===== config.mk =====
export PLATFORM = sky130hd
export DESIGN_NAME = mesi_dir_ctrl
export DESIGN_NICKNAME = d
export VERILOG_FILES = /design/src/rtl/mesi_dir_pkg.sv /design/src/rtl/mesi_dir_store.sv /design/src/rtl/mesi_dir_pick.sv /design/src/rtl/mesi_dir_fsm.sv /design/src/rtl/mesi_dir_ctrl.sv
export SDC_FILE = /design/constraint.sdc
export NUM_CORES = 1
export LEC_CHECK = 0
export ABC_AREA = 0
export BUFFER_PORTS_ARGS = -buffer_cell sky130_fd_sc_hd__buf_2
export CORE_MARGIN = 2
export CORE_UTILIZATION = 50
export DETAILED_ROUTE_END_ITERATION = 10
export PLACE_DENSITY = 0.67
export SYNTH_ARGS = -nofsm -noshare
export SYNTH_HDL_FRONTEND = slang
export SYNTH_SLANG_ARGS = --single-unit

===== constraint.sdc =====
create_clock -name clk -period 6.05 [get_ports clk]
set_clock_uncertainty 0.05 [all_clocks]
set_input_delay 0.9075 -clock clk [delete_from_list [all_inputs] [get_ports clk]]
set_output_delay 0.9075 -clock clk [all_outputs]
set_load 0.1 [all_outputs]

===== src/rtl/mesi_dir_pkg.sv =====
package mesi_dir_pkg;

    typedef enum logic [1:0] {MS_I = 2'd0, MS_S = 2'd1, MS_E = 2'd2, MS_M = 2'd3} mesi_e;
    typedef enum logic [1:0] {L2_NONE = 2'd0, L2_CLEAN = 2'd1, L2_DIRTY = 2'd2} l2_e;
    typedef enum logic [1:0] {FW_MEMRD = 2'd0, FW_DGRD = 2'd1, FW_DGWR = 2'd2, FW_INV = 2'd3} fwd_e;
    typedef enum logic [1:0] {RS_MEMDATA = 2'd0, RS_DGACK = 2'd1, RS_WBGUARD = 2'd2, RS_WB = 2'd3} rsp_e;
    typedef enum logic [2:0] {
        ST_IDLE, ST_MEMREQ, ST_MEMWAIT, ST_DGREQ, ST_DGWAIT, ST_INVREQ, ST_INVWAIT, ST_GRANT
    } fsm_e;

endpackage


===== src/rtl/mesi_dir_store.sv =====
module mesi_dir_store
    import mesi_dir_pkg::*;
#(
    parameter int NLINE  = 8,
    parameter int NCACHE = 4,
    parameter int DATA_W = 16,
    localparam int IDX_W = $clog2(NLINE),
    localparam int ID_W  = $clog2(NCACHE)
) (
    input  logic              clk,
    input  logic              rst_n,
    input  logic [IDX_W-1:0]  ra_idx,
    output l2_e               ra_l2,
    output mesi_e             ra_dir,
    output logic [ID_W-1:0]   ra_own,
    output logic [NCACHE-1:0] ra_shr,
    output logic [DATA_W-1:0] ra_data,
    input  logic [IDX_W-1:0]  rb_idx,
    output mesi_e             rb_dir,
    output logic [ID_W-1:0]   rb_own,
    input  logic              we,
    input  logic [IDX_W-1:0]  w_idx,
    input  l2_e               w_l2,
    input  mesi_e             w_dir,
    input  logic [ID_W-1:0]   w_own,
    input  logic [NCACHE-1:0] w_shr,
    input  logic [DATA_W-1:0] w_data
);

    l2_e               l2_q   [NLINE];
    mesi_e             dir_q  [NLINE];
    logic [ID_W-1:0]   own_q  [NLINE];
    logic [NCACHE-1:0] shr_q  [NLINE];
    logic [DATA_W-1:0] data_q [NLINE];

    for (genvar g = 0; g < NLINE; g++) begin : g_line
        always_ff @(posedge clk) begin
            if (!rst_n) begin
                l2_q[g]   <= L2_NONE;
                dir_q[g]  <= MS_I;
                own_q[g]  <= '0;
                shr_q[g]  <= '0;
                data_q[g] <= '0;
            end else if (we && w_idx == IDX_W'(g)) begin
                l2_q[g]   <= w_l2;
                dir_q[g]  <= w_dir;
                own_q[g]  <= w_own;
                shr_q[g]  <= w_shr;
                data_q[g] <= w_data;
            end
        end
    end

    assign ra_l2   = l2_q[ra_idx];
    assign ra_dir  = dir_q[ra_idx];
    assign ra_own  = own_q[ra_idx];
    assign ra_shr  = shr_q[ra_idx];
    assign ra_data = data_q[ra_idx];
    assign rb_dir  = dir_q[rb_idx];
    assign rb_own  = own_q[rb_idx];

    AST_OWNED_NO_SHARERS: assert property (@(posedge clk) disable iff (!rst_n)
        we && (w_dir == MS_E || w_dir == MS_M) |-> w_shr == '0);
    AST_SHARED_NONEMPTY: assert property (@(posedge clk) disable iff (!rst_n)
        we && w_dir == MS_S |-> w_shr != '0);
    AST_HELD_HAS_COPY: assert property (@(posedge clk) disable iff (!rst_n)
        we && w_dir != MS_I |-> w_l2 != L2_NONE);

endmodule


===== src/rtl/mesi_dir_pick.sv =====
module mesi_dir_pick #(
    parameter int N = 4,
    localparam int W = $clog2(N)
) (
    input  logic [N-1:0] mask,
    output logic [W-1:0] idx,
    output logic         found
);

    always_comb begin
        idx   = '0;
        found = 1'b0;
        for (int i = N - 1; i >= 0; i--) begin
            if (mask[i]) begin
                idx   = W'(i);
                found = 1'b1;
            end
        end
    end

endmodule


===== src/rtl/mesi_dir_fsm.sv =====
module mesi_dir_fsm
    import mesi_dir_pkg::*;
#(
    parameter int NLINE  = 8,
    parameter int NCACHE = 4,
    parameter int DATA_W = 16,
    localparam int IDX_W = $clog2(NLINE),
    localparam int ID_W  = $clog2(NCACHE)
) (
    input  logic              clk,
    input  logic              rst_n,
    input  logic              req_valid,
    output logic              req_ready,
    input  logic              req_op,
    input  logic [ID_W-1:0]   req_src,
    input  logic [IDX_W-1:0]  req_addr,
    output logic              fwd_valid,
    input  logic              fwd_ready,
    output fwd_e              fwd_type,
    output logic [ID_W-1:0]   fwd_dest,
    output logic [IDX_W-1:0]  fwd_addr,
    input  logic              rsp_valid,
    input  rsp_e              rsp_type,
    input  logic [ID_W-1:0]   rsp_src,
    input  logic [IDX_W-1:0]  rsp_addr,
    input  logic              rsp_dirty,
    input  logic [DATA_W-1:0] rsp_data,
    output logic              ack_valid,
    output logic [ID_W-1:0]   ack_dest,
    output mesi_e             ack_state,
    output logic [DATA_W-1:0] ack_data,
    output logic [IDX_W-1:0]  ra_idx,
    input  l2_e               ra_l2,
    input  mesi_e             ra_dir,
    input  logic [ID_W-1:0]   ra_own,
    input  logic [NCACHE-1:0] ra_shr,
    input  logic [DATA_W-1:0] ra_data,
    output logic [IDX_W-1:0]  rb_idx,
    input  mesi_e             rb_dir,
    input  logic [ID_W-1:0]   rb_own,
    output logic              we,
    output logic [IDX_W-1:0]  w_idx,
    output l2_e               w_l2,
    output mesi_e             w_dir,
    output logic [ID_W-1:0]   w_own,
    output logic [NCACHE-1:0] w_shr,
    output logic [DATA_W-1:0] w_data
);

    function automatic logic [NCACHE-1:0] bit_of(input logic [ID_W-1:0] id);
        return NCACHE'(1) << id;
    endfunction

    fsm_e              state_q, state_d;
    logic              t_op_q, t_op_d;
    logic [ID_W-1:0]   t_src_q, t_src_d;
    logic [IDX_W-1:0]  t_idx_q, t_idx_d;
    logic [ID_W-1:0]   t_tgt_q, t_tgt_d;
    logic [NCACHE-1:0] t_rem_q, t_rem_d;
    mesi_e             t_gst_q, t_gst_d;

    logic [NCACHE-1:0] pick_in;
    logic [ID_W-1:0]   pick_idx;
    logic              pick_found;
    logic              accept, txn_rsp, stray_wb, has_data;

    mesi_dir_pick #(.N(NCACHE)) u_pick (
        .mask (pick_in),
        .idx  (pick_idx),
        .found(pick_found)
    );

    assign pick_in = (state_q == ST_IDLE) ? (ra_shr & ~bit_of(req_src))
                                          : (t_rem_q & ~bit_of(t_tgt_q));
    assign accept  = req_valid && req_ready;

    assign txn_rsp = rsp_valid && rsp_addr == t_idx_q && (
        (state_q == ST_MEMWAIT && rsp_type == RS_MEMDATA) ||
        (state_q == ST_DGWAIT  && rsp_src == t_tgt_q && rsp_type != RS_MEMDATA) ||
        (state_q == ST_INVWAIT && rsp_src == t_tgt_q && rsp_type == RS_DGACK));

    assign stray_wb = rsp_valid && !txn_rsp && rsp_type == RS_WB &&
                      (rb_dir == MS_E || rb_dir == MS_M) && rb_own == rsp_src;
    assign has_data = rsp_type == RS_WB || rsp_dirty;

    // state register
    always_ff @(posedge clk) begin
        if (!rst_n) begin
            state_q <= ST_IDLE;
            t_op_q  <= 1'b0;
            t_src_q <= '0;
            t_idx_q <= '0;
            t_tgt_q <= '0;
            t_rem_q <= '0;
            t_gst_q <= MS_I;
        end else begin
            state_q <= state_d;
            t_op_q  <= t_op_d;
            t_src_q <= t_src_d;
            t_idx_q <= t_idx_d;
            t_tgt_q <= t_tgt_d;
            t_rem_q <= t_rem_d;
            t_gst_q <= t_gst_d;
        end
    end

    // transitions and line updates
    always_comb begin
        state_d = state_q;
        t_op_d  = t_op_q;
        t_src_d = t_src_q;
        t_idx_d = t_idx_q;
        t_tgt_d = t_tgt_q;
        t_rem_d = t_rem_q;
        t_gst_d = t_gst_q;
        we      = 1'b0;
        w_idx   = ra_idx;
        w_l2    = ra_l2;
        w_dir   = ra_dir;
        w_own   = ra_own;
        w_shr   = ra_shr;
        w_data  = ra_data;

        if (stray_wb) begin
            we     = 1'b1;
            w_idx  = rsp_addr;
            w_l2   = L2_DIRTY;
            w_dir  = MS_I;
            w_own  = '0;
            w_shr  = '0;
            w_data = rsp_data;
        end

        unique case (state_q)
            ST_IDLE: begin
                if (accept) begin
                    t_op_d  = req_op;
                    t_src_d = req_src;
                    t_idx_d = req_addr;
                    unique case (ra_dir)
                        MS_I: begin
                            if (ra_l2 == L2_NONE) begin
                                state_d = ST_MEMREQ;
                            end else begin
                                we      = 1'b1;
                                w_dir   = req_op ? MS_M : MS_E;
                                w_own   = req_src;
                                w_shr   = '0;
                                t_gst_d = req_op ? MS_M : MS_E;
                                state_d = ST_GRANT;
                            end
                        end
                        MS_S: begin
                            if (!req_op) begin
                                we      = 1'b1;
                                w_shr   = ra_shr | bit_of(req_src);
                                t_gst_d = MS_S;
                                state_d = ST_GRANT;
                            end else if (!pick_found) begin
                                we      = 1'b1;
                                w_dir   = MS_M;
                                w_own   = req_src;
                                w_shr   = '0;
                                t_gst_d = MS_M;
                                state_d = ST_GRANT;
                            end else begin
                                t_rem_d = pick_in;
                                t_tgt_d = pick_idx;
                                state_d = ST_INVREQ;
                            end
                        end
                        MS_E, MS_M: begin
                            if (ra_own == req_src) begin
                                if (req_op) begin
                                    we      = 1'b1;
                                    w_dir   = MS_M;
                                    t_gst_d = MS_M;
                                end else begin
                                    t_gst_d = ra_dir;
                                end
                                state_d = ST_GRANT;
                            end else begin
                                t_tgt_d = ra_own;
                                state_d = ST_DGREQ;
                            end
                        end
                        default: state_d = ST_IDLE;
                    endcase
                end
            end
            ST_MEMREQ:  if (fwd_ready) state_d = ST_MEMWAIT;
            ST_DGREQ:   if (fwd_ready) state_d = ST_DGWAIT;
            ST_INVREQ:  if (fwd_ready) state_d = ST_INVWAIT;
            ST_MEMWAIT: begin
                if (txn_rsp) begin
                    we      = 1'b1;
                    w_l2    = L2_CLEAN;
                    w_data  = rsp_data;
                    w_dir   = t_op_q ? MS_M : MS_E;
                    w_own   = t_src_q;
                    w_shr   = '0;
                    t_gst_d = t_op_q ? MS_M : MS_E;
                    state_d = ST_GRANT;
                end
            end
            ST_DGWAIT: begin
                if (txn_rsp && rsp_type != RS_WBGUARD) begin
                    we = 1'b1;
                    if (has_data) begin
                        w_data = rsp_data;
                        w_l2   = L2_DIRTY;
                    end
                    w_own = t_src_q;
                    if (!t_op_q) begin
                        w_dir   = MS_S;
                        w_shr   = bit_of(t_src_q) |
                                  ((rsp_type == RS_WB) ? '0 : bit_of(t_tgt_q));
                        t_gst_d = MS_S;
                    end else begin
                        w_dir   = MS_M;
                        w_shr   = '0;
                        t_gst_d = MS_M;
                    end
                    state_d = ST_GRANT;
                end
            end
            ST_INVWAIT: begin
                if (txn_rsp) begin
                    t_rem_d = pick_in;
                    if (!pick_found) begin
                        we      = 1'b1;
                        w_dir   = MS_M;
                        w_own   = t_src_q;
                        w_shr   = '0;
                        t_gst_d = MS_M;
                        state_d = ST_GRANT;
                    end else begin
                        t_tgt_d = pick_idx;
                        state_d = ST_INVREQ;
                    end
                end
            end
            ST_GRANT: state_d = ST_IDLE;
            default:  state_d = ST_IDLE;
        endcase
    end

    // outputs
    always_comb begin
        req_ready = state_q == ST_IDLE && !rsp_valid;
        ra_idx    = (state_q == ST_IDLE) ? req_addr : t_idx_q;
        rb_idx    = rsp_addr;
        fwd_valid = 1'b0;
        fwd_type  = FW_MEMRD;
        fwd_dest  = t_tgt_q;
        fwd_addr  = t_idx_q;
        unique case (state_q)
            ST_MEMREQ: begin
                fwd_valid = 1'b1;
                fwd_dest  = '0;
            end
            ST_DGREQ: begin
                fwd_valid = 1'b1;
                fwd_type  = t_op_q ? FW_DGWR : FW_DGRD;
            end
            ST_INVREQ: begin
                fwd_valid = 1'b1;
                fwd_type  = FW_INV;
            end
            default: fwd_valid = 1'b0;
        endcase
        ack_valid = state_q == ST_GRANT;
        ack_dest  = t_src_q;
        ack_state = t_gst_q;
        ack_data  = ra_data;
    end

    AST_FWD_HOLD: assert property (@(posedge clk) disable iff (!rst_n)
        fwd_valid && !fwd_ready |=> fwd_valid && $stable(fwd_type) &&
        $stable(fwd_dest) && $stable(fwd_addr));
    AST_ACK_SINGLE: assert property (@(posedge clk) disable iff (!rst_n)
        ack_valid |=> !ack_valid);
    AST_NO_ACK_ON_ACCEPT: assert property (@(posedge clk) disable iff (!rst_n)
        req_valid && req_ready |=> !ack_valid || ack_dest == $past(req_src));
    AST_INV_NOT_SELF: assert property (@(posedge clk) disable iff (!rst_n)
        fwd_valid && fwd_type == FW_INV |-> fwd_dest != t_src_q);
    AST_DG_NOT_SELF: assert property (@(posedge clk) disable iff (!rst_n)
        fwd_valid && (fwd_type == FW_DGRD || fwd_type == FW_DGWR) |-> fwd_dest != t_src_q);
    AST_GRANT_STATE: assert property (@(posedge clk) disable iff (!rst_n)
        ack_valid |-> ack_state != MS_I);

endmodule


===== src/rtl/mesi_dir_ctrl.sv =====
module mesi_dir_ctrl
    import mesi_dir_pkg::*;
#(
    parameter int NLINE  = 8,
    parameter int NCACHE = 4,
    parameter int DATA_W = 16,
    localparam int IDX_W = $clog2(NLINE),
    localparam int ID_W  = $clog2(NCACHE)
) (
    input  logic              clk,
    input  logic              rst_n,
    input  logic              req_valid,
    output logic              req_ready,
    input  logic              req_op,
    input  logic [ID_W-1:0]   req_src,
    input  logic [IDX_W-1:0]  req_addr,
    output logic              fwd_valid,
    input  logic              fwd_ready,
    output logic [1:0]        fwd_type,
    output logic [ID_W-1:0]   fwd_dest,
    output logic [IDX_W-1:0]  fwd_addr,
    input  logic              rsp_valid,
    input  logic [1:0]        rsp_type,
    input  logic [ID_W-1:0]   rsp_src,
    input  logic [IDX_W-1:0]  rsp_addr,
    input  logic              rsp_dirty,
    input  logic [DATA_W-1:0] rsp_data,
    output logic              ack_valid,
    output logic [ID_W-1:0]   ack_dest,
    output logic [1:0]        ack_state,
    output logic [DATA_W-1:0] ack_data
);

    logic [IDX_W-1:0]  ra_idx, rb_idx, w_idx;
    l2_e               ra_l2, w_l2;
    mesi_e             ra_dir, rb_dir, w_dir, ack_st;
    logic [ID_W-1:0]   ra_own, rb_own, w_own;
    logic [NCACHE-1:0] ra_shr, w_shr;
    logic [DATA_W-1:0] ra_data, w_data;
    logic              we;
    fwd_e              fwd_t;

    mesi_dir_store #(.NLINE(NLINE), .NCACHE(NCACHE), .DATA_W(DATA_W)) u_store (
        .clk(clk), .rst_n(rst_n),
        .ra_idx(ra_idx), .ra_l2(ra_l2), .ra_dir(ra_dir), .ra_own(ra_own),
        .ra_shr(ra_shr), .ra_data(ra_data),
        .rb_idx(rb_idx), .rb_dir(rb_dir), .rb_own(rb_own),
        .we(we), .w_idx(w_idx), .w_l2(w_l2), .w_dir(w_dir), .w_own(w_own),
        .w_shr(w_shr), .w_data(w_data)
    );

    mesi_dir_fsm #(.NLINE(NLINE), .NCACHE(NCACHE), .DATA_W(DATA_W)) u_fsm (
        .clk(clk), .rst_n(rst_n),
        .req_valid(req_valid), .req_ready(req_ready), .req_op(req_op),
        .req_src(req_src), .req_addr(req_addr),
        .fwd_valid(fwd_valid), .fwd_ready(fwd_ready), .fwd_type(fwd_t),
        .fwd_dest(fwd_dest), .fwd_addr(fwd_addr),
        .rsp_valid(rsp_valid), .rsp_type(rsp_e'(rsp_type)), .rsp_src(rsp_src),
        .rsp_addr(rsp_addr), .rsp_dirty(rsp_dirty), .rsp_data(rsp_data),
        .ack_valid(ack_valid), .ack_dest(ack_dest), .ack_state(ack_st),
        .ack_data(ack_data),
        .ra_idx(ra_idx), .ra_l2(ra_l2), .ra_dir(ra_dir), .ra_own(ra_own),
        .ra_shr(ra_shr), .ra_data(ra_data),
        .rb_idx(rb_idx), .rb_dir(rb_dir), .rb_own(rb_own),
        .we(we), .w_idx(w_idx), .w_l2(w_l2), .w_dir(w_dir), .w_own(w_own),
        .w_shr(w_shr), .w_data(w_data)
    );

    assign fwd_type  = fwd_t;
    assign ack_state = ack_st;

endmodule


## Word-level counts from Yosys, hierarchy flattened

Memories as Yosys holds them, arrays and structs flattened.
Index checks and enable logic that the tools add are counted.

| word-level totals | value |
|---|---|
| RAM bits | 208 |
| bits of input ports | 35 |
| bits in registers | 17 |
| memories | 5 |
| logic and storage cells | 322 |
| output and inout bits | 30 |

| operators by class | value |
|---|---|
| bitwise logic cells | 46 |
| multiplexer cells | 177 |
| equality and inequality tests | 41 |
| reductions and logical operators | 43 |
| shift operators | 3 |

Memory list:

| memory | depth | width | read ports | clocked after Yosys merged registers in | wr ports | RTL line | RTL |
|---|---|---|---|---|---|---|---|
| u_store.data_q | 8 | 16 | 1 | 0 | 8 | mesi_dir_store.sv:34 | `logic [DATA_W-1:0] data_q [NLINE];` |
| u_store.shr_q | 8 | 4 | 1 | 0 | 8 | mesi_dir_store.sv:33 | `logic [NCACHE-1:0] shr_q [NLINE];` |
| u_store.dir_q | 8 | 2 | 2 | 0 | 8 | mesi_dir_store.sv:31 | `mesi_e dir_q [NLINE];` |
| u_store.l2_q | 8 | 2 | 1 | 0 | 8 | mesi_dir_store.sv:30 | `l2_e l2_q [NLINE];` |
| u_store.own_q | 8 | 2 | 2 | 0 | 8 | mesi_dir_store.sv:32 | `logic [ID_W-1:0] own_q [NLINE];` |

Operator list:

| kind | number |
|---|---|
| $mux 16 | 12 |
| $mux 2 | 69 |
| $mux 4 | 24 |
| $mux 1 | 42 |
| $or 1x1->1 | 40 |
| $mux 3 | 12 |
| $pmux 16 s2 | 1 |
| $eq 3x3->1 const B | 8 |
| $pmux 2 s4 | 3 |
| $pmux 3 s8 | 1 |
| $logic_and 1x1->1 | 22 |
| $pmux 2 s2 | 5 |
| $pmux 4 s2 | 2 |
| $pmux 4 s4 | 1 |
| $ne 3x3->1 const B | 5 |
| $ne 2x2->1 const B | 7 |
| $reduce_and 7->1 | 2 |
| $eq 3x2->1 const B | 4 |
| $pmux 2 s3 | 2 |
| $reduce_and 6->1 | 2 |
| $shl 1x2->4 const A | 3 |
| $eq 2x2->1 const B | 5 |
| $pmux 3 s3 | 1 |
| $and 4x4->4 | 2 |
| other kinds (18) | 35 |

## Logic depth before layout (Yosys ltp)

Gate-level depths: netlist of the first run.

| depth | value |
|---|---|
| word-level depth | 22 |
| mapped depth | 15 |

## Modules after synthesis

A second synthesis of the first run with hierarchy kept.

| second synthesis, totals | value |
|---|---|
| cell total of the unflattened synthesis | 930 |
| area, all modules | 11,917.7 sq um |

Modules (own cells, without submodules):

| module | area each (sq um) | cells an instance | instances | sequential area each (sq um) |
|---|---|---|---|---|
| mesi_dir_store | 9,616.7 | 611 | 1 | 6,246.0 |
| mesi_dir_fsm | 2,265.9 | 312 | 1 | 340.3 |
| mesi_dir_pick | 35.0 | 7 | 1 | 0.0 |

## Worst setup path after synthesis of the first run

Ideal clock, no wire load.

| timing path | value |
|---|---|
| kind | register to register |
| start | register u_fsm.t_idx_q[0] (netlist: u_fsm.fwd_addr[0]) |
| end | memory u_store.data_q[1][0], enable pin |
| arrival time | 5.576 ns |
| library setup time | 0.445 ns |
| cell stages (with the launch flop) | 12 |
| setup slack | -0.021 ns |
| cell sequence | dfxtp_1 clkbuf_1 clkbuf_1 mux2_2 o21ai_0 nand4_1 xor2_1 or4_1 a211oi_2 buf_6 o21ai_0 o21ai_0 |

RTL lines:

| what | RTL line | RTL |
|---|---|---|
| start, declared | mesi_dir_fsm.sv:57 | `logic [IDX_W-1:0] t_idx_q, t_idx_d;` |
| start signal, assigned | mesi_dir_fsm.sv:100 | `t_idx_q <= t_idx_d;` |
| end, declared | mesi_dir_store.sv:34 |  |

==> results.txt, run 1 <==
run status: completed
vias in the first global route: 9760
count of nets after finishing: 1321
total number of clock tree sinks: 225
Hold/Removal Path Class: register to register
Crit Path Category: register to register
proportion of power drawn by flip-flops and latches: 0.292
Critical Path Start: u_fsm.state_q[1]$_SDFFE_PN0P_
die area: 26400 um2
TritonRoute pass-1 iters: 7
post-synthesis cell type count: 81
area share of xor/xnor cells in the synthesized design: 0.00628
initial core utilization: 0.505
DRC errors left: 0
portion of netlist area occupied by mux cells: 0.106
Yosys Warn Count: 0
DRT antenna net count: 0
die span in y: 162 um
reg-to-reg critical path startpoint: u_fsm.state_q[1]$_SDFFE_PN0P_
Async SR Flop Fraction: 0
setup repair after global routing missed its margin: false
adder-cell share of the synthesized area: 0
layout cells sized above 1: 0.168
Post-Route Utilization: 0.572
worst slew margin relative to its limit: 0.248
per-cell routed wire length: 22.8 um
worst-case setup margin in the final layout: 876 ps
area inside the core boundary: 24900 um2
Port Buffers: 64
post-CTS setup buffers: 0
number of maximum-capacitance violations: 0
mean instance size in the synthesized netlist: 10.1 um2
power spent charging and discharging nets: 3.25 mW
Critical Path Sink Type: register
TritonCTS buffer count: 26
largest fanout on the critical path: 26
Period minus WS final: 5170 ps
Hold Crit Start: u_fsm.ack_state[0]$_SDFFE_PN0P_
Multi-input gate area: 5600 um2
top-level port count: 65
Synth Area in Compound Gates: 0.118
EDFF count, synth: 208
post-synthesis instance area: 12600 um2
cell count after synthesis: 1239
register area: 6590 um2
Worst path max stage delay: 1050 ps
worst r2r dst: u_store.data_q[0][5]$_SDFFCE_PN0P_
Max clock buf depth: 3
clock tree from TritonCTS: yes
cell depth of the worst flop-to-flop path: 10
Row Count: 58
cell area reported after detailed placement: 13400 um2
via density per instance: 6.14
Vias: 10045
number of antenna violations at the first check in global routing: 0
Worst R2R Setup Slack: 880 ps
cell count after placement: 1588
CP max-delay cell: nor4b_2
clock-pin slew reported for the worst setup and hold paths after clock tree synthesis: 60 ps
Iter 0 DRT Violations: 1076
Synthesized Nets: 1274
most frequent cell after synthesis: nor2_1
clock latency at the later pin of the worst-skew pair: 550 ps
main combinational cell family by area after synthesis: simple AND/OR/NAND/NOR gates
fill cell instance count of the final layout: 2124
CTS-repair resized insts: 0
Min Hold Slack: 468 ps
critical-path cell list: nor4b_2, buf_4, o21ai_0, o211ai_1, nand4_1, xor2_1, or4_1, a211oi_2, o21ai_1, o21ai_4
count of final max-slew check failures: 0
number of failing setup endpoints in the final timing report: 0
antenna fix cells: 0
largest area contributor in the netlist: edfxtp_1
share of the clock period used by the worst path: 0.855
total power of the final layout: 6.95 mW
Layout area overhead: 13.4%
data arrival time of the critical path: 5290 ps
worst supply voltage drop on vdd: 0.607 mV
switching portion of total power: 0.467
transition time at the pin with the least slew margin: 1120 ps
final count of hold timing violations: 0
timing-limited maximum frequency: 193 MHz
Clk Tree Root Cell: clkbuf_16
area fraction in and, or, nand and nor cells after synthesis: 0.206
worst path required time: 6160 ps
Leakage Power: 5.35 nW
die boundary width: 162 um
DPL Wire Length: 24800 um
number of buffers inserted by hold repair at cts: 0
sequential fraction of the synthesis area: 0.524
Yosys top cell area share: 0.497
top area cells in the synthesized netlist: edfxtp_1 50%, nor2_1 7.0%, nand2_1 5.7%
most numerous cell types in the synthesized netlist: 233 x nor2_1, 208 x edfxtp_1, 190 x nand2_1
post-placement worst setup slack: 600 ps
Worst setup SP type: register
Synth Flop Type: edfxtp_1
hold path depth: 2
first-pass GRT wire length: 57000 um
cell-internal power: 3.70 mW
gpl congestion: 0.968
routed wire length: 37300 um
Clk pwr share: 0.233
post-route cell area: 14200 um2
logic gate share of total power: 0.475
number of cells in the finished layout apart from fillers: 1635
CP endpoint: u_store.data_q[0][5]$_SDFFCE_PN0P_
final-layout setup total negative slack: 0 ps
global-route usage over all layers: 0.284
number of H-tree levels: 1
residual overflow from global routing: 0
power per cell area: 488 nW/um2
post-synthesis sequential element count: 225
pin count of the biggest net entering global routing: 65
## kinds of logic after synthesis
logic type             Yosys count
XOR/XNOR                         9
buffers and inverters          108
AND/OR/NAND/NOR                597
AO/OA/AOI/OAI                  196
multiplexers                   104
flip-flops                     225
## critical path: cells and delay by family (launching register included)
kind | cells | cell delay (ps)
xor+xnor | 1 | 210
flops | 1 | 560
simple gates | 3 | 1820
compound gates | 5 | 1800
buf+inv | 1 | 320
## state kept, by name (all words and copies together) (netlist names), 2 cells and up
signal and cells:
u_store.data_q 128, u_store.shr_q 32, u_store.dir_q 16, u_store.l2_q 16, u_store.own_q 16, u_fsm.t_rem_q 4, u_fsm.fwd_addr 3, u_fsm.state_q 3
u_fsm.ack_dest 2, u_fsm.ack_state 2, u_fsm.t_tgt_q 2
## worst min-delay path by stage
stage                                 endpoint
6_report       u_fsm.ack_state[0]$_SDFFE_PN0P_
5_1_grt        u_fsm.ack_state[1]$_SDFFE_PN0P_
3_5_place_dp   u_fsm.ack_state[1]$_SDFFE_PN0P_
3_3_place_gp   u_fsm.ack_state[1]$_SDFFE_PN0P_
2_1_floorplan    u_fsm.t_rem_q[1]$_SDFFE_PN0P_
4_1_cts        u_fsm.ack_state[1]$_SDFFE_PN0P_
## final cells by class
cell class | instances | share of cell area
tap | 330 | 0.0290
clock inverter | 18 | 0.0156
multi-input combinational | 906 | 0.393
sequential | 225 | 0.462
clock buffer | 29 | 0.0465
timing repair buffer | 103 | 0.0474
inverter | 24 | 0.00632
## power groups by stage
stage,Combinational (mW),Clock [mW],Sequential (mW)
after global placement,3.24,0,2.05
final,3.30,1.62,2.03
after CTS,3.27,1.63,2.03
after global routing,3.49,1.70,2.05
after floorplan,2.32,0,2.06
after detailed placement,3.26,0,2.06
## placed cells by master, fill, tap and decap left out, types with 6 or more instances in the layout
cell type / n
nor2_1: 232
edfxtp_1: 208
nand2_1: 189
nand3_1: 86
mux2i_1: 66
buf_2: 64
o21ai_0: 56
buf_4: 34
a21oi_1: 29
clkbuf_16: 26
inv_1: 23
nor2b_1: 22
mux4_2: 21
dfxtp_1: 17
mux2_2: 16
nor3_1: 15
a211oi_1: 9
nand2b_1: 8
o2111ai_1: 8
o21ai_4: 8
o211ai_4: 8
and2_1: 8
o211ai_1: 7
or3_1: 6
nand4_1: 6
clkinv_2: 6
## layer usage
metal / up-vias / share of wire / global-route usage
li1: 4582 / - / -
met1: 4812 / 0.39 / 0.377
met2: 539 / 0.47 / 0.467
met3: 112 / 0.086 / 0.0410
met4: 0 / 0.045 / 0.128
met5: - / 0 / 0
(Power assumes the default switching activity.)
==> run 2, diff against run 1 <==
--- a/config.mk
+++ b/config.mk
@@ -7,10 +7,9 @@
 export LEC_CHECK = 0
 export ABC_AREA = 0
 export BUFFER_PORTS_ARGS = -buffer_cell sky130_fd_sc_hd__buf_2
-export CORE_MARGIN = 2
 export CORE_UTILIZATION = 50
 export DETAILED_ROUTE_END_ITERATION = 10
-export PLACE_DENSITY = 0.67
+export PLACE_DENSITY = 0.64
 export SYNTH_ARGS = -nofsm -noshare
 export SYNTH_HDL_FRONTEND = slang
 export SYNTH_SLANG_ARGS = --single-unit
==> constraint.sdc (replaced) <==
create_clock -name clk -period 5 [get_ports clk]
set_clock_uncertainty 0.05 [all_clocks]
set_input_delay 0.75 -clock clk [delete_from_list [all_inputs] [get_ports clk]]
set_output_delay 0.75 -clock clk [all_outputs]
set_load 0.1 [all_outputs]
==> run 2 against run 1 <==
- clock power up 12%
- critical endpoint is now ack_data[14]
- sequential cell count unchanged
- first-iteration DRC count down 9.9%
- largest power group unchanged
==> results.txt, run 2 (same netlist as run 1, synthesis figures left out) <==
initial core utilization: 0.513 (+0.00885)
layout cells sized above 1: 0.196 (+0.0279)
cell depth of the worst flop-to-flop path: 10 (unchanged)
post-CTS setup buffers: 0 (unchanged)
per-cell routed wire length: 22.0 um (-3.3%)
number of buffers inserted by hold repair at cts: 0 (unchanged)
worst-case setup margin in the final layout: 258 ps (-618 ps)
clock tree from TritonCTS: yes
gpl congestion: 0.968 (about the same)
count of nets after finishing: 1355 (+2.6%)
Vias: 10141 (+0.96%)
Reg with most FFs: u_store.data_q
die boundary width: 160 um (-1.2%)
transition time at the pin with the least slew margin: 989 ps (-136 ps)
DPL Wire Length: 25100 um (+1.2%)
Clk Tree Root Cell: clkbuf_16
Worst setup SP type: register
Hold/Removal Path Class: input port to register
critical-path cell list: buf_4, nor3_4, mux2i_4, buf_4, nand2_1, nand3_1, nand2_1, o21ai_1, buf_2
number of cells in the finished layout apart from fillers: 1663 (+1.7%)
worst supply voltage drop on vdd: 0.667 mV (+10%)
Post-Route Utilization: 0.591 (+0.0186)
TritonRoute pass-1 iters: 5 (-2)
number of buffer and inverter instances along the worst setup path: 3 (+2)
Critical Path Sink Type: output port
Period minus WS final: 4740 ps
top-level port count: 65 (unchanged)
number of failing setup endpoints in the final timing report: 0 (unchanged)
post-placement worst setup slack: 386 ps (-214 ps)
timing-limited maximum frequency: 211 MHz
final count of hold timing violations: 0 (unchanged)
first-pass GRT wire length: 57100 um (about the same)
worst path required time: 4200 ps (-1960 ps)
Layout area overhead: 15.1%
Leakage Power: 5.47 nW (+2.2%)
clock latency at the later pin of the worst-skew pair: 560 ps (about the same)
count of final max-slew check failures: 0 (unchanged)
TritonCTS buffer count: 26 (unchanged)
hold path depth: 3 (+1)
clock-pin slew reported for the worst setup and hold paths after clock tree synthesis: 70 ps (about the same)
total number of clock tree sinks: 225 (unchanged)
Min Hold Slack: 417 ps (-51.2 ps)
Row Count: 57 (-1.7%)
DRC errors left: 0 (unchanged)
most common library cell in the layout ignoring fill and taps: nor2_1
number of antenna violations at the first check in global routing: 0 (unchanged)
flip-flop count of the largest register, all copies and words added: 128 (unchanged)
worst slew margin relative to its limit: 0.334 (+0.0852)
setup repair after global routing missed its margin: false
final-layout setup total negative slack: 0 ps (unchanged)
largest fanout on the critical path: 65 (+150%)
registers with the most flip-flops: u_store.data_q (128), u_store.shr_q (32)
cell count after placement: 1616 (+1.8%)
Iter 0 DRT Violations: 969 (-9.9%)
global-route usage over all layers: 0.289 (+0.00443)
antenna fix cells: 0 (unchanged)
run status: completed
Largest delay share family, worst path: buffers and inverters
commonest cells after routing, fill and taps aside: 232 x nor2_1, 208 x edfxtp_1, 189 x nand2_1, 86 x nand3_1, 69 x buf_4
pin count of the biggest net entering global routing: 66 (+1.5%)
number of maximum-capacitance violations: 0 (unchanged)
CTS-repair resized insts: 0 (unchanged)
share of the clock period used by the worst path: 0.948
Worst path max stage delay: 660 ps (-390 ps)
CP max-delay cell: buf_4
die area: 25800 um2 (-2.4%)
residual overflow from global routing: 0 (unchanged)
DRT antenna net count: 0 (unchanged)
via density per instance: 6.10 (-0.74%)
data arrival time of the critical path: 3940 ps (-1350 ps)
Levels on crit path: 9 (-1)
Port Buffers: 64 (unchanged)
power per cell area: 579 nW/um2 (+19%)
routed wire length: 36600 um (-1.6%)
vias in the first global route: 9971 (+2.2%)
Crit Path Category: register to output port
Max clock buf depth: 3 (unchanged)
number of H-tree levels: 1 (unchanged)
die span in y: 160 um (-1.2%)
area inside the core boundary: 24500 um2 (-1.7%)
[run 2: worst reg2reg max path, delay by kind of cell, from the launching register on]
family / cells / cell delay [ps]
AOI/OAI and AO/OA: 4 / 1160
buffers and inverters: 2 / 600
DFF: 1 / 530
muxes: 1 / 480
and+or+nand+nor: 3 / 1420
[run 2: power by group]
group	switching, mW	internal [mW]
sequential	0.159	2.31
clock	0.789	1.02
combinational	2.99	1.10
[run 2: routing by layer]
| layer | vias up | routed length, um | GRT usage | share of wire |
|---|---|---|---|---|
| li1 | 4648 | - | - | - |
| met4 | 0 | 1690 | 0.142 | 0.046 |
| met1 | 4946 | 15100 | 0.381 | 0.41 |
| met5 | - | 0 | 0 | 0 |
| met3 | 101 | 2280 | 0.0328 | 0.062 |
| met2 | 446 | 17600 | 0.474 | 0.48 |
[run 2: final timing paths]
| check | from | to | slack (ps) |
|---|---|---|---|
| hold / removal | req_addr[1] | u_fsm.fwd_addr[1]$_SDFFE_PN0P_ | 420 |
| hold reg to reg | u_fsm.ack_state[1]$_SDFFE_PN0P_ | u_fsm.ack_state[1]$_SDFFE_PN0P_ | 450 |
| setup reg to reg | u_fsm.state_q[1]$_SDFFE_PN0P_ | u_store.data_q[4][6]$_SDFFCE_PN0P_ | 430 |
| setup / recovery | u_fsm.state_q[1]$_SDFFE_PN0P_ | ack_data[14] | 260 |
[run 2: area by class of cell]
class	count	area (um2)
clock buffer	34	681
clock inverter	13	121
tap	324	405
sequential	225	6590
fill	2114	10000
timing repair buffer	137	918
inverter	24	90.1
multi-input combinational	906	5650
[run 2: through the flow]
step           power, mW  cell area (um2)
3_5_place_dp        6.54            13700
2_1_floorplan       5.36            12600
3_3_place_gp        6.53            13700
6_report            8.37            14500
5_1_grt             8.75            14500
4_1_cts             8.35            14500
==> run 3, diff against run 2 <==
==> constraint.sdc (replaced) <==
create_clock -name clk -period 5.1 [get_ports clk]
set_clock_uncertainty 0.05 [all_clocks]
set_input_delay 0.765 -clock clk [delete_from_list [all_inputs] [get_ports clk]]
set_output_delay 0.765 -clock clk [all_outputs]
set_load 0.1 [all_outputs]
==> run 3 against run 2 <==
- sequential cell count stayed put
- global-route usage is 0.29 points higher
- count of clock-buffer cells in the layout is 3 lower
- sequential share of layout area is 0.59 points higher
- via count is 2.0% lower
- worst hold slack better by 46 ps
- wire length is 1.3% higher
- non-clock buffer count is 3 lower
- first-iteration DRC count is 14% lower
- worst setup slack better by 200 ps
- largest cell class unchanged
- highest routed layer unchanged
==> results.txt, run 3 (same netlist as run 1, synthesis figures left out) <==
Port Buffers: 64 (unchanged)
Hold Crit Start: req_addr[1]
Max clock buf depth: 3 (unchanged)
Leakage Power: 5.40 nW (-1.4%)
Crit Path Category: register to output port
global-route usage over all layers: 0.292 (+0.00288)
Worst setup SP type: register
most frequent cell on the critical path: buf_4
clock-pin slew reported for the worst setup and hold paths after clock tree synthesis: 60 ps (about the same)
DRC errors left: 0 (unchanged)
area inside the core boundary: 24500 um2 (unchanged)
worst supply voltage drop on vdd: 0.803 mV (+20%)
share of the clock period used by the worst path: 0.909
number of buffers inserted by hold repair at cts: 0 (unchanged)
number of buffer and inverter instances along the worst setup path: 4 (+1)
number of failing setup endpoints in the final timing report: 0 (unchanged)
residual overflow from global routing: 0 (unchanged)
DRT antenna net count: 0 (unchanged)
setup repair after global routing missed its margin: false
Hold Crit Endpoint: u_fsm.fwd_addr[1]$_SDFFE_PN0P_
post-placement worst setup slack: 398 ps (+11.8 ps)
worst-case setup margin in the final layout: 462 ps (+204 ps)
Worst path max stage delay: 670 ps (about the same)
Min Hold Slack: 462 ps (+45.7 ps)
Largest delay share family, worst path: buffers and inverters
initial core utilization: 0.513 (unchanged)
count of final max-slew check failures: 0 (unchanged)
commonest cells after routing, fill and taps aside: 232 x nor2_1, 208 x edfxtp_1, 190 x nand2_1, 86 x nand3_1, 67 x buf_4
routed wire length: 37100 um (+1.3%)
TritonCTS buffer count: 25 (-3.8%)
number of maximum-capacitance violations: 0 (unchanged)
per-cell routed wire length: 22.4 um (+1.7%)
die boundary width: 160 um (unchanged)
fill cell instance count of the final layout: 2086 (-1.3%)
hold path depth: 3 (unchanged)
CTS-repair resized insts: 0 (unchanged)
most common library cell in the layout ignoring fill and taps: nor2_1
Reg with most FFs: u_store.data_q
first-pass GRT wire length: 57600 um (+0.88%)
worst r2r dst: u_store.data_q[2][7]$_SDFFCE_PN0P_
run status: completed
CP max-delay cell: buf_4
TritonRoute pass-1 iters: 5 (unchanged)
Period minus WS final: 4640 ps
Layout area overhead: 13.6%
post-CTS setup buffers: 0 (unchanged)
number of H-tree levels: 1 (unchanged)
final-layout setup total negative slack: 0 ps (unchanged)
Critical Path Sink Type: output port
Clk Tree Root Cell: clkbuf_16
Worst R2R Setup Slack: 550 ps (+120 ps)
largest fanout on the critical path: 65 (unchanged)
worst slew margin relative to its limit: 0.435 (+0.101)
reg-to-reg critical path startpoint: u_fsm.state_q[2]$_SDFFE_PN0P_
transition time at the pin with the least slew margin: 824 ps (-164 ps)
final count of hold timing violations: 0 (unchanged)
clock tree from TritonCTS: yes
number of cells in the finished layout apart from fillers: 1655 (-0.48%)
pin count of the biggest net entering global routing: 66 (unchanged)
DPL Wire Length: 25800 um (+2.4%)
die area: 25800 um2 (unchanged)
registers with the most flip-flops: u_store.data_q (128), u_store.shr_q (32)
Row Count: 57 (unchanged)
Hold/Removal Path Class: input port to register
antenna fix cells: 0 (unchanged)
Vias: 9938 (-2.0%)
vias in the first global route: 9931 (-0.40%)
Iter 0 DRT Violations: 836 (-14%)
count of nets after finishing: 1351 (-0.30%)
power per cell area: 557 nW/um2 (-3.8%)
via density per instance: 6.00 (-1.5%)
clock latency at the later pin of the worst-skew pair: 530 ps (-30 ps)
cell count after placement: 1613 (-0.19%)
layout cells sized above 1: 0.181 (-0.0146)
top-level port count: 65 (unchanged)
total number of clock tree sinks: 225 (unchanged)
flip-flop count of the largest register, all copies and words added: 128 (unchanged)
data arrival time of the critical path: 3820 ps (-120 ps)
worst path required time: 4280 ps (+80 ps)
gpl congestion: 0.976 (+0.82%)
timing-limited maximum frequency: 216 MHz
cell depth of the worst flop-to-flop path: 12 (+2)
critical-path cell list: buf_4, nor3_4, buf_4, mux2i_4, buf_4, nand2_1, nand3_1, nand2_1, o21ai_1, buf_2
number of antenna violations at the first check in global routing: 0 (unchanged)
die span in y: 160 um (unchanged)
==> run 3: changes by cell type in the layout (fill, tap and decap cells not counted), moves of 2 or more <==
cell / delta
o21ai_1: +15
o21ai_2: -15
clkinv_1: -2
clkbuf_1: -2
buf_4: -2
clkinv_2: +2
==> run 3: worst reg2reg max path, stage by stage (launching register included) <==
cell	delay (ps)
dfxtp_1	410
buf_4	260
o31ai_4	510
nand2_1	150
buf_4	210
o211ai_1	190
nand4_1	360
xor2_1	270
or4_1	580
a211oi_2	360
o21ai_1	330
o21ai_4	240
buf_4	300
==> run 3: metal layers <==
layer | vias to the layer above | wire, um | track usage
met5 | - | 0 | 0
met4 | 0 | 1070 | 0.0957
met3 | 62 | 2110 | 0.0338
met2 | 359 | 18500 | 0.503
met1 | 4869 | 15400 | 0.382
li1 | 4648 | - | -
==> run 3: metrics by stage <==
stage | utilization | cell area [um2] | total power [mW]
2_1_floorplan | - | 12600 | 5.21
3_3_place_gp | 0.554 | 13600 | 6.31
3_5_place_dp | 0.554 | 13600 | 6.33
4_1_cts | 0.583 | 14300 | 7.93
5_1_grt | 0.583 | 14300 | 8.32
6_report | 0.583 | 14300 | 7.94
==> run 3: final cells by class <==
class	instances	area, um2	share of cell area
Tap cell	324	405	0.0284
Clock inverter	11	62.6	0.00438
Sequential cell	225	6590	0.461
Clock buffer	31	648	0.0454
Multi-Input combinational cell	906	5600	0.392
Inverter	24	90.1	0.00631
Timing Repair Buffer	134	883	0.0619
==> run 3: how the worst max path moves through the flow <==
stage | endpoint | start | slack, ps | cells past startpoint
detailed placement | u_store.shr_q[2][0]$_SDFFCE_PN0P_ | req_addr[1] | 400 | 12
global placement | u_store.shr_q[2][0]$_SDFFCE_PN0P_ | req_addr[1] | 430 | 11
floorplan | u_store.data_q[5][0]$_SDFFCE_PN0P_ | u_fsm.fwd_addr[0]$_SDFFE_PN0P_ | 80 | 11
CTS | ack_data[13] | u_fsm.state_q[2]$_SDFFE_PN0P_ | 470 | 10
finish | ack_data[13] | u_fsm.state_q[2]$_SDFFE_PN0P_ | 460 | 10
global route | ack_data[15] | u_fsm.state_q[2]$_SDFFE_PN0P_ | 290 | 10
==> run 3: report_power, final <==
group	internal [mW]	switching [mW]
combinational	1.04	2.89
clock	0.896	0.713
sequential	2.27	0.142
